**src/rtl/opsweep_pkg.sv**
```systemverilog
package opsweep_pkg;
  parameter int ADDR_W = 4;
  parameter int DATA_W = 8;
  localparam int DEPTH = 1 << ADDR_W;

  typedef logic [ADDR_W-1:0] addr_t;
  typedef logic [DATA_W-1:0] word_t;

  // Left-hand operand table, index 0 first
  localparam word_t LHS_TAB [DEPTH] = '{
    8'd0,  8'd2,   8'd3,   8'd8,   8'd116, 8'd255, 8'd155, 8'd255,
    8'd0,  8'd1,   8'd2,   8'd3,   8'd1,   8'd2,   8'd3,   8'd4
  };

  // Right-hand operand table, index 0 first
  localparam word_t RHS_TAB [DEPTH] = '{
    8'd0,  8'd3,   8'd7,   8'd102, 8'd94,  8'd55,  8'd255, 8'd255,
    8'd1,  8'd2,   8'd3,   8'd4,   8'd0,   8'd1,   8'd2,   8'd3
  };

  // One full-adder cell: sum bit
  function automatic logic fa_sum(input logic x, input logic y, input logic ci);
    return x ^ y ^ ci;
  endfunction

  // One full-adder cell: majority carry
  function automatic logic fa_carry(input logic x, input logic y, input logic ci);
    return (x & y) | (y & ci) | (x & ci);
  endfunction
endpackage

```
**src/rtl/sweep_counter.sv**
```systemverilog
module sweep_counter
  import opsweep_pkg::*;
#(
  parameter int CNT_W = 30
) (
  input  logic  clk,
  input  logic  rst,
  input  logic  up,
  output addr_t addr_o
);
  localparam logic [CNT_W-1:0] ONE = {{(CNT_W-1){1'b0}}, 1'b1};

  logic [CNT_W-1:0] cnt_q;
  logic [CNT_W-1:0] cnt_d;

  // Reset overrides the direction in the next-state logic
  always_comb begin
    if (rst)     cnt_d = '0;
    else if (up) cnt_d = cnt_q + ONE;
    else         cnt_d = cnt_q - ONE;
  end

  always_ff @(posedge clk) cnt_q <= cnt_d;

  assign addr_o = cnt_q[CNT_W-1 -: ADDR_W];

  a_r1_step_up: assert property (@(posedge clk) disable iff (rst)
    up |=> (cnt_q == ($past(cnt_q) + ONE)));

  a_r2_step_down: assert property (@(posedge clk) disable iff (rst)
    !up |=> (cnt_q == ($past(cnt_q) - ONE)));

  a_r8_reset_zero: assert property (@(posedge clk)
    rst |=> (cnt_q == '0));
endmodule

```
**src/rtl/operand_table.sv**
```systemverilog
module operand_table
  import opsweep_pkg::*;
#(
  parameter bit RHS = 1'b0
) (
  input  logic  clk,
  input  logic  rst,
  input  addr_t addr_i,
  output word_t word_o
);
  word_t look;

  generate
    if (RHS) begin : g_rhs
      assign look = RHS_TAB[addr_i];
    end else begin : g_lhs
      assign look = LHS_TAB[addr_i];
    end
  endgenerate

  // Synchronous read: one clock of latency
  always_ff @(posedge clk) begin
    if (rst) word_o <= '0;
    else     word_o <= look;
  end

  a_r7_hold_word: assert property (@(posedge clk) disable iff (rst)
    (!$past(rst) && $stable(addr_i)) |=> $stable(word_o));
endmodule

```
**src/rtl/ripple_adder.sv**
```systemverilog
module ripple_adder
  import opsweep_pkg::*;
#(
  parameter int W = DATA_W
) (
  input  logic [W-1:0] a,
  input  logic [W-1:0] b,
  input  logic         cin,
  output logic [W-1:0] s,
  output logic         cout
);
  logic [W:0] chain;
  assign chain[0] = cin;

  generate
    for (genvar i = 0; i < W; i++) begin : g_cell
      assign s[i]       = fa_sum(a[i], b[i], chain[i]);
      assign chain[i+1] = fa_carry(a[i], b[i], chain[i]);
    end
  endgenerate

  assign cout = chain[W];
endmodule

```
**src/rtl/operand_sweep_adder.sv**
```systemverilog
module operand_sweep_adder
  import opsweep_pkg::*;
#(
  parameter int CNT_W = 30
) (
  input  logic              clk,
  input  logic              rst,
  input  logic              up,
  output logic [DATA_W-1:0] sum,
  output logic              carry_out,
  output logic [ADDR_W-1:0] addr
);
  addr_t cur_addr;
  word_t opa;
  word_t opb;

  sweep_counter #(.CNT_W(CNT_W)) u_cnt (
    .clk(clk), .rst(rst), .up(up), .addr_o(cur_addr)
  );

  operand_table #(.RHS(1'b0)) u_lhs (
    .clk(clk), .rst(rst), .addr_i(cur_addr), .word_o(opa)
  );

  operand_table #(.RHS(1'b1)) u_rhs (
    .clk(clk), .rst(rst), .addr_i(cur_addr), .word_o(opb)
  );

  ripple_adder #(.W(DATA_W)) u_add (
    .a(opa), .b(opb), .cin(1'b0), .s(sum), .cout(carry_out)
  );

  assign addr = cur_addr;

  a_r6_ripple_matches: assert property (@(posedge clk) disable iff (rst)
    {carry_out, sum} == ({1'b0, opa} + {1'b0, opb}));

  a_r8_outputs_cleared: assert property (@(posedge clk)
    rst |=> (addr == '0 && sum == '0 && !carry_out));
endmodule

```
**config.mk**
```make
export PLATFORM = sky130hd
export DESIGN_NAME = operand_sweep_adder
export DESIGN_NICKNAME = d
export VERILOG_FILES = /design/src/rtl/opsweep_pkg.sv /design/src/rtl/sweep_counter.sv /design/src/rtl/operand_table.sv /design/src/rtl/ripple_adder.sv /design/src/rtl/operand_sweep_adder.sv
export SDC_FILE = /design/constraint.sdc
export NUM_CORES = 1
export LEC_CHECK = 0
export BUFFER_PORTS_ARGS = -buffer_cell sky130_fd_sc_hd__buf_2
export CAP_MARGIN = 20
export CORE_ASPECT_RATIO = 1.4
export CORE_MARGIN = 4
export CORE_UTILIZATION = 48
export CTS_BUF_LIST = sky130_fd_sc_hd__clkbuf_4
export DETAILED_ROUTE_END_ITERATION = 7
export HOLD_SLACK_MARGIN = 0.08
export PLACE_DENSITY = 0.65
export SLEW_MARGIN = 10
export SYNTH_ARGS = -nofsm -noshare
export SYNTH_HDL_FRONTEND = slang
export SYNTH_SLANG_ARGS = --single-unit
```
**constraint.sdc**
```tcl
create_clock -name clk -period 4.1 [get_ports clk]
set_clock_uncertainty 0.05 [all_clocks]
set_input_delay 0.205 -clock clk [delete_from_list [all_inputs] [get_ports clk]]
set_output_delay 0.205 -clock clk [all_outputs]
set_load 0.005 [all_outputs]
```
==> impl_summary.txt <==
----------------------------------------------------
[STA]
  Final Max Tran Viols ... 0
  Final hold vios ... 0
  Slew at the pin closest to its max-slew limit ... 0.7482 ns
  Final critical-path required period ... 2.757 ns
  Setup violators final ... 0
  Share of the clock period used by the worst path after layout ... 67.25%
  Aggregate negative setup slack ... 0 ns
  Fmax ... 362.7 MHz
  Unrepaired setup endpoints after global routing ... false
  Slew Limit Headroom ... 50.12%

[Synthesis]
  Synth area leaders ... dfxtp_1, ha_1, nor2_1, a21oi_1, fa_1
  Sequential area share after synthesis ... 28.16%
  Number of flops mapped to enable cells by yosys ... 0
  Yosys warnings ... 0
  Most frequently used cell type in the post-synthesis netlist ... nor2_1
  Post-synth net total ... 411
  Cells after synthesis ... 368
  Post-synthesis cell type with the largest combined area ... dfxtp_1
  Number of storage elements in the synthesis netlist ... 43
  Post-synth ARST share ... 0%
  Top cell type's share of synthesized area ... 28.16%
  Cell area after technology mapping ... 3057 um^2
  Main synth FF type ... dfxtp_1
  Most used standard cells in the synthesized netlist ... nor2_1, dfxtp_1, a21oi_1
  Synthesized area per cell ... 8.306 um^2
  Distinct cell type count of the synthesized netlist ... 53

[Global route]
  GRT Total Usage ... 18.01%
  Pin count of the biggest net entering global routing ... 43
  Global-route wire length before repair ... 10.97 mm
  Vias in the first global route ... 2496
  Antenna violations before repair ... 0
  GRT Residual Overflow ... 0

[Critical path]
  WS Path Type ... in -> reg
  Largest driver fanout on the critical path ... 14
  Critical path capture point type ... flop
  Required time reported for the critical path endpoint ... 4.34 ns
  Capturing point of the worst reg2reg path ... u_cnt.cnt_q[26]$_SDFF_PP0_
  Crit path DAT ... 2.99 ns
  Worst r2r src ... u_cnt.cnt_q[0]$_SDFF_PP0_
  CP Launch Type ... primary input
  Setup slack on the worst flop-to-flop path ... 1.49 ns
  Number of cells on the worst reg-to-reg path ... 8

[Routing]
  Total routed wirelength ... 6.381 mm
  Number of detailed-route iterations in the first pass ... 5
  Routed Antenna Nets ... 0
  Post-route DRC ... 0
  Drt wl/cell ... 14.37 um
  Number of violations reported at the end of detailed-routing iteration 0 ... 78
  Total number of vias ... 2521
  Number of vias per cell after detailed routing ... 5.678

[Final layout]
  Non-Filler Instances ... 444
  Number of antenna repair diodes ... 0
  Final layout net count ... 415
  Share of post-route cells with drive strength above 1 ... 10.75%
  Synth-to-Final Area Change ... 4.339%

[Floorplanning]
  Number of top-level pins ... 16
  Die ar. ... 7727 um^2
  Floorplan die height ... 102.4 um
  Core Box Area ... 6211 um^2
  Die outline width ... 75.45 um
  Cell Rows ... 34
  Starting Density ... 49.21%

[Power]
  Worst voltage drop across the vdd grid ... 0.3837 mV
  Leak Pwr ... 1.413 nW
  Pwr/cell area ... 776.3 nW/um^2

[Run]
  Max cap viols ... 0

[CTS]
  H-tree depth ... 2
  Clock buffers created by TritonCTS ... 5
  Root cell of the clock tree ... clkbuf_4
  Post-CTS sizing ... 0
  Clock-pin slew reported for the worst setup and hold paths after clock tree synthesis ... 0.12 ns
  Buffers inserted by post-CTS timing repair ... 0
  Number of buffers between clock root and the deepest sink ... 2
  Count of clock tree sinks ... 43
  CTS tree ... built
  Clock latency on the worst-skew pair ... 0.34 ns
  CTS Hold Buffers Added ... 0

[Place]
  Detailed Place HPWL ... 4.910 mm
  Input/output buffers ... 15
  Number of instances in the placed design ... 437
  Routability congestion estimate from global placement ... 0.8299

[Status]
  Status ... complete, no violations

[Min path]
  WHS Endpoint ... u_cnt.cnt_q[29]$_SDFF_PP0_
  Hold path depth ... 4
  Min-Delay Startpoint ... up
  Worst hold-check path type ... in -> reg

----------------------------------------------------
## kinds of logic (layout without fill, tap and decap cells)
group | count (synthesis) | after routing | share of synthesized area (%)
AOI/OAI and AO/OA | 96 | 96 | 21.74
muxes | 4 | 4 | 1.842
xor gates and xnor gates | 24 | 24 | 6.877
buffers and inverters | 38 | 42 | 5.280
and+or+nand+nor | 123 | 123 | 18.26
DFF | 43 | 43 | 28.16
adders and majority gates | 40 | 40 | 17.85
## flip-flops by register name, summed over array words and instances, names as in the netlist
| name | cells |
|---|---|
| u_lhs.word_o | 6 |
| u_rhs.word_o | 7 |
| u_cnt.cnt_q | 30 |
## cell type report
cell class / instances / area [um^2]
Sequential cell: 43 / 860.8
Timing Repair Buffer: 17 / 90.09
Tap cell: 72 / 90.09
Clock inverter: 2 / 8.758
Fill cell: 608 / 3022
Clock buffer: 5 / 37.54
Multi-Input combinational cell: 287 / 2034
Inverter: 18 / 67.56
## power by group
group	internal, W	leakage (nW)	switching (W)
registers	0.000593	0.357	0.000104
logic	0.000679	1.03	0.000909
clock network	0.0000610	0.0285	0.000130
## through the flow
step	setup WS, ns	hold slack [ns]	total power (W)	utilization, %	area [um^2]
after floorplan	1.297	0.3281	0.001971	-	3057
after global placement	1.036	0.4011	0.002285	50.60	3143
after detailed placement	0.9666	0.4064	0.002290	50.60	3143
after CTS	1.329	0.1373	0.002496	51.35	3189
after global routing	1.169	0.1511	0.002739	51.35	3189
final	1.343	0.1467	0.002476	51.35	3189
## worst max-delay path, stage by stage
cell      delay [ns]
buf_2           0.11
inv_1           0.46
buf_4           0.30
ha_1            0.35
a21oi_1         0.27
nor2_1          0.08
nor2_1          0.17
a21oi_1         0.10
a2111o_1        0.37
or4_1           0.50
o21ai_1         0.08
## worst max path at each step
stage,slack (ns),cells past startpoint,end,from
4_1_cts,1.33,11,u_cnt.cnt_q[29]$_SDFF_PP0_,up
3_3_place_gp,1.04,11,u_cnt.cnt_q[29]$_SDFF_PP0_,up
2_1_floorplan,1.30,9,u_cnt.cnt_q[24]$_SDFF_PP0_,up
3_5_place_dp,0.97,11,u_cnt.cnt_q[29]$_SDFF_PP0_,up
6_report,1.34,11,u_cnt.cnt_q[29]$_SDFF_PP0_,up
5_1_grt,1.17,11,u_cnt.cnt_q[29]$_SDFF_PP0_,up
## layer usage
| metal | track usage [%] | share of wire [%] | vias to the layer above |
|---|---|---|---|
| met2 | 31.87 | 53 | 50 |
| li1 | - | - | 1291 |
| met5 | 0 | 0 | - |
| met3 | 3.248 | 3.2 | 15 |
| met4 | 8.748 | 3.1 | 0 |
| met1 | 20.19 | 41 | 1165 |
## placed cells by master (no fill, tap or decap), types with 2 or more instances in the layout
cell type	n
ha_1	34
a21o_1	5
nor3_1	3
o21bai_1	2
nand4_1	6
inv_1	18
o21ai_1	6
o21ai_0	14
a221oi_1	2
buf_2	15
a221oi_2	2
a21boi_0	5
o211ai_1	3
nand2_1	29
xnor2_1	12
nor2_1	52
a21oi_1	35
o31ai_1	2
xor2_1	12
nand3_1	11
nor4_1	2
clkbuf_4	5
fa_1	6
o21a_1	3
mux2_4	3
o21ai_2	3
buf_4	2
dfxtp_1	43
nor2b_1	4
nand2b_1	9
Power figures use the tool's default switching activity.
